$ cat src/rtl/brcall_pkg.sv
package brcall_pkg;
  typedef enum logic [2:0] {
    K_STEP  = 3'd0,
    K_JABS  = 3'd1,
    K_JREL  = 3'd2,
    K_CABS  = 3'd3,
    K_CREL  = 3'd4,
    K_RET   = 3'd5,
    K_STOP  = 3'd6
  } kind_e;

  typedef enum logic [2:0] {
    C_ALWAYS = 3'd0,
    C_ZSET   = 3'd1,
    C_ZCLR   = 3'd2,
    C_CSET   = 3'd3,
    C_CCLR   = 3'd4
  } cond_e;
endpackage

$ cat src/rtl/brcall_cond.sv
module brcall_cond
  import brcall_pkg::*;
(
  input  logic [2:0] cond,
  input  logic       z,
  input  logic       c,
  output logic       taken
);
  always_comb begin
    case (cond_e'(cond))
      C_ALWAYS: taken = 1'b1;
      C_ZSET:   taken = z;
      C_ZCLR:   taken = ~z;
      C_CSET:   taken = c;
      C_CCLR:   taken = ~c;
      default:  taken = 1'b0;
    endcase
  end
endmodule

$ cat src/rtl/brcall_target.sv
module brcall_target
  import brcall_pkg::*;
#(
  parameter int PC_W  = 16,
  parameter int OFF_W = 8,
  parameter int INT_W = PC_W + 2
) (
  input  logic [2:0]              kind,
  input  logic                    taken,
  input  logic [PC_W-1:0]         adv,
  input  logic [PC_W-1:0]         tgt,
  input  logic                    neg,
  input  logic                    from_reg,
  input  logic [PC_W-1:0]         lr,
  output logic signed [INT_W-1:0] cand,
  output logic                    check,
  output logic                    is_call,
  output logic                    is_stop
);
  localparam int ZX  = INT_W - PC_W;
  localparam int OEX = INT_W - OFF_W;

  logic signed [INT_W-1:0] adv_s, tgt_s, lr_s, mag_s, off_s, rel_s;

  assign adv_s = $signed({{ZX{1'b0}}, adv});
  assign tgt_s = $signed({{ZX{1'b0}}, tgt});
  assign lr_s  = $signed({{ZX{1'b0}}, lr});
  assign mag_s = $signed({{OEX{1'b0}}, tgt[OFF_W-1:0]});

  always_comb begin
    if (from_reg) off_s = $signed({{OEX{tgt[OFF_W-1]}}, tgt[OFF_W-1:0]});
    else if (neg) off_s = -mag_s;
    else          off_s = mag_s;
  end

  assign rel_s = adv_s + off_s;

  always_comb begin
    cand    = adv_s;
    check   = 1'b0;
    is_call = 1'b0;
    is_stop = 1'b0;
    case (kind_e'(kind))
      K_JABS: if (taken) begin cand = tgt_s; check = 1'b1; end
      K_JREL: if (taken) begin cand = rel_s; check = 1'b1; end
      K_CABS: begin cand = tgt_s; check = 1'b1; is_call = 1'b1; end
      K_CREL: begin cand = rel_s; check = 1'b1; is_call = 1'b1; end
      K_RET:  begin cand = lr_s;  check = 1'b1; end
      K_STOP: is_stop = 1'b1;
      default: ;
    endcase
  end
endmodule

$ cat src/rtl/brcall_limit.sv
module brcall_limit #(
  parameter int PC_W  = 16,
  parameter int INT_W = PC_W + 2
) (
  input  logic signed [INT_W-1:0] cand,
  input  logic [PC_W-1:0]         len,
  output logic                    in_range
);
  localparam int ZX = INT_W - PC_W;
  logic signed [INT_W-1:0] len_s;
  assign len_s    = $signed({{ZX{1'b0}}, len});
  assign in_range = (cand >= 0) && (cand < len_s);
endmodule

$ cat src/rtl/brcall_unit.sv
module brcall_unit
  import brcall_pkg::*;
#(
  parameter int PC_W  = 16,
  parameter int OFF_W = 8
) (
  input  logic            clk,
  input  logic            rst_n,
  input  logic            cmd_valid,
  output logic            cmd_ready,
  input  logic [2:0]      cmd_kind,
  input  logic [2:0]      cmd_cond,
  input  logic            flag_z,
  input  logic            flag_c,
  input  logic [PC_W-1:0] adv_pc,
  input  logic [PC_W-1:0] tgt,
  input  logic            rel_neg,
  input  logic            off_from_reg,
  input  logic [PC_W-1:0] lr_in,
  input  logic [PC_W-1:0] code_len,
  output logic            res_valid,
  output logic [PC_W-1:0] pc_out,
  output logic            lr_we,
  output logic [PC_W-1:0] lr_wdata,
  output logic            halted,
  output logic            fault
);
  localparam int INT_W = PC_W + 2;

  logic                    taken, check, is_call, is_stop, in_range, accept;
  logic signed [INT_W-1:0] cand;

  brcall_cond u_cond (
    .cond(cmd_cond), .z(flag_z), .c(flag_c), .taken(taken)
  );

  brcall_target #(.PC_W(PC_W), .OFF_W(OFF_W), .INT_W(INT_W)) u_target (
    .kind(cmd_kind), .taken(taken), .adv(adv_pc), .tgt(tgt),
    .neg(rel_neg), .from_reg(off_from_reg), .lr(lr_in),
    .cand(cand), .check(check), .is_call(is_call), .is_stop(is_stop)
  );

  brcall_limit #(.PC_W(PC_W), .INT_W(INT_W)) u_limit (
    .cand(cand), .len(code_len), .in_range(in_range)
  );

  assign cmd_ready = ~(halted | fault);
  assign accept    = cmd_valid & cmd_ready;

  always_ff @(posedge clk or negedge rst_n) begin
    if (!rst_n) begin
      pc_out    <= '0;
      lr_we     <= 1'b0;
      lr_wdata  <= '0;
      halted    <= 1'b0;
      fault     <= 1'b0;
      res_valid <= 1'b0;
    end else begin
      res_valid <= accept;
      lr_we     <= 1'b0;
      if (accept) begin
        if (is_stop) begin
          halted <= 1'b1;
          pc_out <= adv_pc;
        end else if (check && !in_range) begin
          fault <= 1'b1;
        end else begin
          pc_out <= cand[PC_W-1:0];
          if (is_call) begin
            lr_we    <= 1'b1;
            lr_wdata <= adv_pc;
          end
        end
      end
    end
  end


  halt_sticky_chk: assert property (@(posedge clk) disable iff (!rst_n)
    halted |=> halted);

  fault_sticky_chk: assert property (@(posedge clk) disable iff (!rst_n)
    fault |=> fault);

  pc_frozen_chk: assert property (@(posedge clk) disable iff (!rst_n)
    (halted || fault) |=> $stable(pc_out));

  ready_low_chk: assert property (@(posedge clk) disable iff (!rst_n)
    (halted || fault) |-> !cmd_ready);

  result_follows_chk: assert property (@(posedge clk) disable iff (!rst_n)
    (cmd_valid && cmd_ready) |=> res_valid);

  link_pulse_chk: assert property (@(posedge clk) disable iff (!rst_n)
    lr_we |-> res_valid);

  no_link_on_fault_chk: assert property (@(posedge clk) disable iff (!rst_n)
    $rose(fault) |-> (!lr_we && $stable(pc_out)));

  single_end_chk: assert property (@(posedge clk) disable iff (!rst_n)
    !(halted && fault));
endmodule

$ cat config.mk
export PLATFORM = sky130hd
export DESIGN_NAME = brcall_unit
export DESIGN_NICKNAME = d
export VERILOG_FILES = /design/src/rtl/brcall_pkg.sv /design/src/rtl/brcall_cond.sv /design/src/rtl/brcall_target.sv /design/src/rtl/brcall_limit.sv /design/src/rtl/brcall_unit.sv
export SDC_FILE = /design/constraint.sdc
export NUM_CORES = 1
export LEC_CHECK = 0
export ABC_AREA = 0
export BUFFER_PORTS_ARGS = -buffer_cell sky130_fd_sc_hd__buf_4
export CORE_MARGIN = 2
export CORE_UTILIZATION = 40
export DETAILED_ROUTE_END_ITERATION = 10
export GPL_TIMING_DRIVEN = 0
export PLACE_DENSITY = 0.66
export SYNTH_ARGS = -nofsm -noshare
export SYNTH_HDL_FRONTEND = slang
export SYNTH_SLANG_ARGS = --single-unit
$ cat constraint.sdc
create_clock -name clk -period 2 [get_ports clk]
set_input_delay 0.3 -clock clk [delete_from_list [all_inputs] [get_ports clk]]
set_output_delay 0.3 -clock clk [all_outputs]
set_load 0.005 [all_outputs]
# --- Word level (Yosys, flattened, before mapping) ---
# Index checks and enable logic that the tools add are counted.
# W data, S select, Z words.
classes:
  n_addsub: 2
  n_lt_le_gt_ge: 2
  eq_ne: 11
  mux: 16
  bitwise_logic: 7
  n_reduce_logical: 11
ops:
  columns: ["cell", "count"]
  rows:
  - ["$pmux W18 S5", 1]
  - ["$mux W18", 3]
  - ["$mux W16", 3]
  - ["$add A17 B18 Y18", 1]
  - ["$ge A18 B1 Y1 const B", 1]
  - ["$lt A18 B17 Y1", 1]
  - ["$neg A8 Y18", 1]
  - ["$eq A3 B2 Y1 const B", 4]
  - ["$eq A3 B3 Y1 const B", 4]
  - ["$mux W1", 7]
  - ["$eq A3 B1 Y1 const B", 2]
  - ["$not A1 Y1", 5]
  - ["$pmux W1 S5", 1]
  - ["$reduce_and A2 Y1", 2]
  - ["$reduce_and A4 Y1", 1]
  - ["$reduce_or A2 Y1", 2]
  - ["$logic_not A3 Y1", 1]
  - ["$reduce_and A3 Y1", 1]
  - ["$reduce_or A3 Y1", 1]
  - ["$logic_and A1 B1 Y1", 2]
  - ["$ne A2 B2 Y1 const B", 1]
  - ["$pmux W1 S2", 1]
  - ["$and A1 B1 Y1", 1]
  - ["$logic_not A1 Y1", 1]
  - ["$or A1 B1 Y1", 1]
totals:
  reg_bits: 36
  in_bits: 77
  out_inout_bits: 37
  word_cells: 55

# --- Depth between registers and ports, before layout ---
depth:
  depth_word: 13
  mapped_depth: 24
  ltp_nobuf: 23

# --- Modules after synthesis ---
# A second synthesis with hierarchy kept.
hier_totals:
  cells_unflattened: 393
  hier_area_um2: 3651.0
by_module_without_submodules:
  columns: ["module", "n_inst", "cells_per_inst", "area_per_inst_um2", "seq_area_each_um2"]
  rows:
  - ["brcall_target", 1, 236, 1627.8, 0.0]
  - ["brcall_unit", 1, 98, 1607.8, 900.9]
  - ["brcall_limit", 1, 53, 386.6, 0.0]
  - ["brcall_cond", 1, 6, 28.8, 0.0]

# --- Worst setup path after synthesis ---
# No wires, ideal clock.
synth_path:
  path_type: "input port to flip-flop"
  from: "input port tgt[1]"
  to: "register pc_out[0]"
  setup_ns: 0.125
  t_arrival_ns: 4.512
  t_required_ns: 1.875
  slack_ns: -2.637
  path_stages: 22
  path_buffers: 1
  cell_sequence: "inv_1 > ha_1 > nor3b_1 > nor2_1 > xor2_1 > ha_1 > a21oi_1 > o211ai_2 > a211oi_1 > o21bai_1 > a21oi_1 > xor2_1 > o21ai_0 > ha_1 > and4_1 > a221o_1 > a221o_1 > a21oi_4 > o21ai_1 > nor2_4 > buf_12 > mux2_4"
synth_between:
  elab_chain_len: 12
  word_cells_on_any_way: 14
  classes_between: "add/sub: 2; order compare: 2; eq/ne: 1; mux: 5; reduce/logical: 4"
synth_lines:
  columns: ["element", "line_no", "text"]
  rows:
  - ["from (decl)", "brcall_unit.sv:16", "input logic [PC_W-1:0] tgt,"]
  - ["$neg A8 Y18", "brcall_target.sv:32", "else if (neg) off_s = -mag_s;"]
  - ["$mux W18", "brcall_target.sv:32", null]
  - ["$mux W18", "brcall_target.sv:31", "if (from_reg) off_s = $signed({{OEX{tgt[OFF_W-1]}}, tgt[OFF_W-1:0]});"]
  - ["$add A17 B18 Y18", "brcall_target.sv:36", "assign rel_s = adv_s + off_s;"]
  - ["$mux W18", "brcall_target.sv:45", "K_JREL: if (taken) begin cand = rel_s; check = 1'b1; end"]
  - ["$pmux W18 S5 *", "brcall_target.sv:43", "case (kind_e'(kind))"]
  - ["$ge A18 B1 Y1 or $lt A18 B17 Y1 (tied branches)", "brcall_limit.sv:12", "assign in_range = (cand >= 0) && (cand < len_s);"]
  - ["$logic_and A1 B1 Y1 *", "brcall_limit.sv:12", null]
  - ["$logic_not A1 Y1 *", "brcall_unit.sv:65", "end else if (check && !in_range) begin"]
  - ["$logic_and A1 B1 Y1 *", "brcall_unit.sv:65", null]
  - ["$ne A2 B2 Y1 (no line) *", null, null]
  - ["$reduce_and A2 Y1 (no line) *", null, null]
  - ["to (signal assigned)", "brcall_unit.sv:64", "pc_out <= adv_pc;"]
  - ["to (signal assigned)", "brcall_unit.sv:68", "pc_out <= cand[PC_W-1:0];"]
  - ["to (decl)", "brcall_unit.sv:22", "output logic [PC_W-1:0] pc_out,"]
# Every way passes the cells marked *; elsewhere a longest branch is shown, timed or not.
# A chain may end at the register's enable or synchronous reset.

# --- Worst setup path in the final report ---
layout_path:
  from: "input port tgt[1]"
  to: "register pc_out[3]"
layout_between:
  elab_chain_len: 12
  word_cells_on_any_way: 16
  classes_between: "add/sub: 2; order compare: 2; eq/ne: 1; mux: 7; reduce/logical: 4"
layout_lines:
  columns: ["element", "line_no"]
  rows:
  - ["$neg A8 Y18", "brcall_target.sv:32"]
  - ["$mux W18", "brcall_target.sv:32"]
  - ["$mux W18", "brcall_target.sv:31"]
  - ["$add A17 B18 Y18", "brcall_target.sv:36"]
  - ["$mux W18", "brcall_target.sv:45"]
  - ["$pmux W18 S5 *", "brcall_target.sv:43"]
  - ["$ge A18 B1 Y1 or $lt A18 B17 Y1 (tied branches)", "brcall_limit.sv:12"]
  - ["$logic_and A1 B1 Y1", "brcall_limit.sv:12"]
  - ["$logic_not A1 Y1", "brcall_unit.sv:65"]
  - ["$logic_and A1 B1 Y1", "brcall_unit.sv:65"]
  - ["$ne A2 B2 Y1 (no line)", null]
  - ["$reduce_and A2 Y1 (no line)", null]
# Every way passes the cells marked *; elsewhere a longest branch is shown, timed or not. The select of a mux whose other input is x is not followed.

==> run_results.csv <==
group,metric,value,unit
run_status,status,"finished with violations",
run_status,violations,"negative setup slack",
cts,cts_sinks,36,
synth,synth_edf_count,0,
detailed_routing,drtIter0Drc,163,
worst_setup_path,crit_arrival,4.76,ns
grt,grtUsageTotal,0.234,
final_layout,fin_nets,630,
cts,htreeDepth,2,
grt,grt_pass1_vias,3604,
worst_setup_path,cp_data_required_time,2.18,ns
detailed_routing,routedWlPerCell,17.6,um
cts,cts_tree,"done",
synth,synth_top_cells_by_count,"37 x ha_1, 36 x dfrtp_1, 32 x inv_1",
synth,synthTopCellsByArea,"dfrtp_1 26%, ha_1 13%, mux2_4 8.2%, mux2_2 4.2%, inv_1 3.5%",
synth,synth_area,3480,sq um
synth,ys_seq_area_frac,0.259,
die,die_x,97.3,um
die,ios,114,
synth,synth_cells,371,
grt,grt_pass1_wl,18100,um
timing,layout_setup_ws,-2.58,ns
grt,grt_max_degree,37,
cts,clk_path_buf_depth,2,
synth,avgSynthCellArea,9.38,sq um
synth,postSynth.asyncResetShare,1.00,
synth,yosysMostFrequentCell,"ha_1",
die,start_util,0.405,
synth,ys_warn_count,0,
detailed_routing,drc,0,
final_layout,final_util,0.584,
worst_setup_path,timing_worst_setup_path_type,"in2reg",
timing,finalHoldViolCount,0,
detailed_routing,drtPass1Iterations,4,
synth,synth_area_leader_cell,"dfrtp_1",
die,die_y,97.3,um
timing,rsz0062_at_grt,"yes",
die,rows,34,
final_layout,num_antenna_cells,0,
timing,drv_slew,0,
grt,overflow,0,
detailed_routing,routed_wl,11000,um
cts,clk_pin_slew,0.08,ns
worst_setup_path,r2r_slack,0.05,ns
die,die_area,9460,sq um
timing,slew_headroom,0.559,
worst_setup_path,crit_path_end_kind,"flop",
synth,synth_flop_cell,"dfrtp_1",
placed_design,place_hpwl,8360,um
final_layout,finalNonFillerCells,624,
cts,clock-root-buffer,"clkbuf_8",
grt,antenna_found_initial,0,
cts,clock_latency,0.30,ns
detailed_routing,ant_nets,0,
final_layout,area_growth,44.4,%
placed_design,portBuffers,111,
placed_design,placed_cells,590,
timing,fin_crit_sh,2.29,
timing,tightest_slew,0.661,ns
timing,hold_ws,0.265,ns
timing,setup_viol,34,
power_and_ir_drop,p_per_area,814,nW/um^2
cts,cts_made_buffers,5,
run,maxCapViolCount,0,
power_and_ir_drop,peakVddDrop,359,uV
die,coreArea,8590,sq um
detailed_routing,vias_per_cell,5.46,
detailed_routing,route.vias.total,3408,
worst_setup_path,crit_fanout,5,
placed_design,place_congestion,0.859,
synth,ys_types,64,
timing,fmax,218,MHz
timing,fin_skew,0.00771,ns
timing,fin_crit,4.58,ns
synth,synth-seq-cells,36,
power_and_ir_drop,p_leak,2.47,nW
final_layout,drive_gt1_frac,0.440,
synth,syn_nets,486,
synth,netlist.area_leader.share,0.259,
worst_setup_path,critPathLaunchType,"input port",
min_path,hold_path_class,"in2reg",
-- sequential cells by signal, summed over array words and instances (netlist names) --
name,cells
lr_we,1
res_valid,1
fault,1
lr_wdata,16
halted,1
pc_out,16
-- cell usage in the layout, fill, tap and decap left out, types with 4 or more instances in the layout --
cell type and instances:
dfrtp_1 36, mux2_4 25, o21ai_1 4, xor2_1 10, buf_12 4, nor3_1 6, nor2_1 20, a21oi_2 6
mux2_2 7, buf_4 130, inv_1 29, a222oi_1 11, o21ai_2 5, ha_1 33, xnor2_1 9, a21oi_1 16
a21o_1 8, a221o_1 4, clkbuf_1 4, clkbuf_8 5, nand2_1 27, o21ai_0 16, nand3_1 6, nand2b_1 5
-- metrics by stage --
step                cell area [sq um]  setup WS, ns  total power [mW]  TNS (ns)
floorplan                        3510         -2.45              2.30    -78.88
global placement                 4480         -3.41              3.17   -110.68
detailed placement               4480         -3.38              3.20   -109.87
CTS                              4910         -2.57              4.08    -85.75
global route                     5020         -2.79              4.38    -92.29
finish                           5020         -2.58              4.09    -85.09
-- worst paths after layout --
check | start | to | cells past startpoint
setup reg to reg | fault$_DFFE_PN0P_ | pc_out[3]$_DFFE_PN0P_ | 8
min in group asynchronous | rst_n | lr_wdata[12]$_DFFE_PN0P_ | 2
hold / removal | adv_pc[14] | lr_wdata[14]$_DFFE_PN0P_ | 2
max in group asynchronous | rst_n | pc_out[4]$_DFFE_PN0P_ | 2
setup / recovery | tgt[1] | pc_out[3]$_DFFE_PN0P_ | 23
hold reg to reg | halted$_DFFE_PN0P_ | halted$_DFFE_PN0P_ | 1
-- where the power goes --
part           switching (mW)  total, mW  leakage [nW]  internal [mW]
sequential              0.181       1.23         0.448           1.05
combinational           0.863       2.17          1.97           1.31
clock                   0.309      0.679        0.0541          0.370
-- critical path: stages --
cell        delay, ns
buf_8            0.10
clkinvlp_4       0.09
ha_4             0.13
nor3b_4          0.22
nor2_2           0.07
xor2_1           0.16
ha_1             0.37
nand3_1          0.14
o211ai_4         0.24
buf_4            0.16
xnor2_1          0.05
o21ai_0          0.30
ha_1             0.31
a21oi_1          0.14
o21ai_0          0.14
a221o_1          0.42
a221o_1          0.42
a21oi_4          0.14
o21ai_2          0.08
nor2_4           0.20
buf_12           0.13
buf_12           0.12
mux2_4           0.30
-- routing by layer --
metal  track usage  wire length (um)
met1         0.309              4690
met4        0.0577               179
met2         0.398              5370
met3        0.0403               731
met5             0                 0
-- cells by family (layout without fill, tap and decap cells) --
| kind of cell | Yosys count | after routing | share of synthesized area |
|---|---|---|---|
| AO/OA/AOI/OAI | 110 | 110 | 0.232 |
| XOR/XNOR | 19 | 19 | 0.0478 |
| adder cells (fa/ha/maj) | 38 | 38 | 0.139 |
| buffers and inverters | 45 | 190 | 0.0590 |
| flip-flops | 36 | 36 | 0.259 |
| multiplexers | 35 | 35 | 0.133 |
| AND/OR/NAND/NOR | 88 | 88 | 0.130 |
-- final cells by class --
cell class / count / area (sq um)
sequential: 36 / 901
timing repair buffer: 137 / 1080
tap: 108 / 135
inverter: 33 / 131
fill: 792 / 3570
clock buffer: 5 / 68.8
buffer: 12 / 91.3
clock inverter: 3 / 42.5
multi-input combinational: 290 / 2570
-- repair_timing --
item	4_1_cts	5_1_grt
pin swaps	15	27
setup buffers	18	7
hold buffers	1	0
endpoints found under the setup margin	34	34
gates resized for setup	32	19
cloned	1	0
endpoints found under the hold margin	36	0
Note: power is estimated with default switching activity, not from simulation.
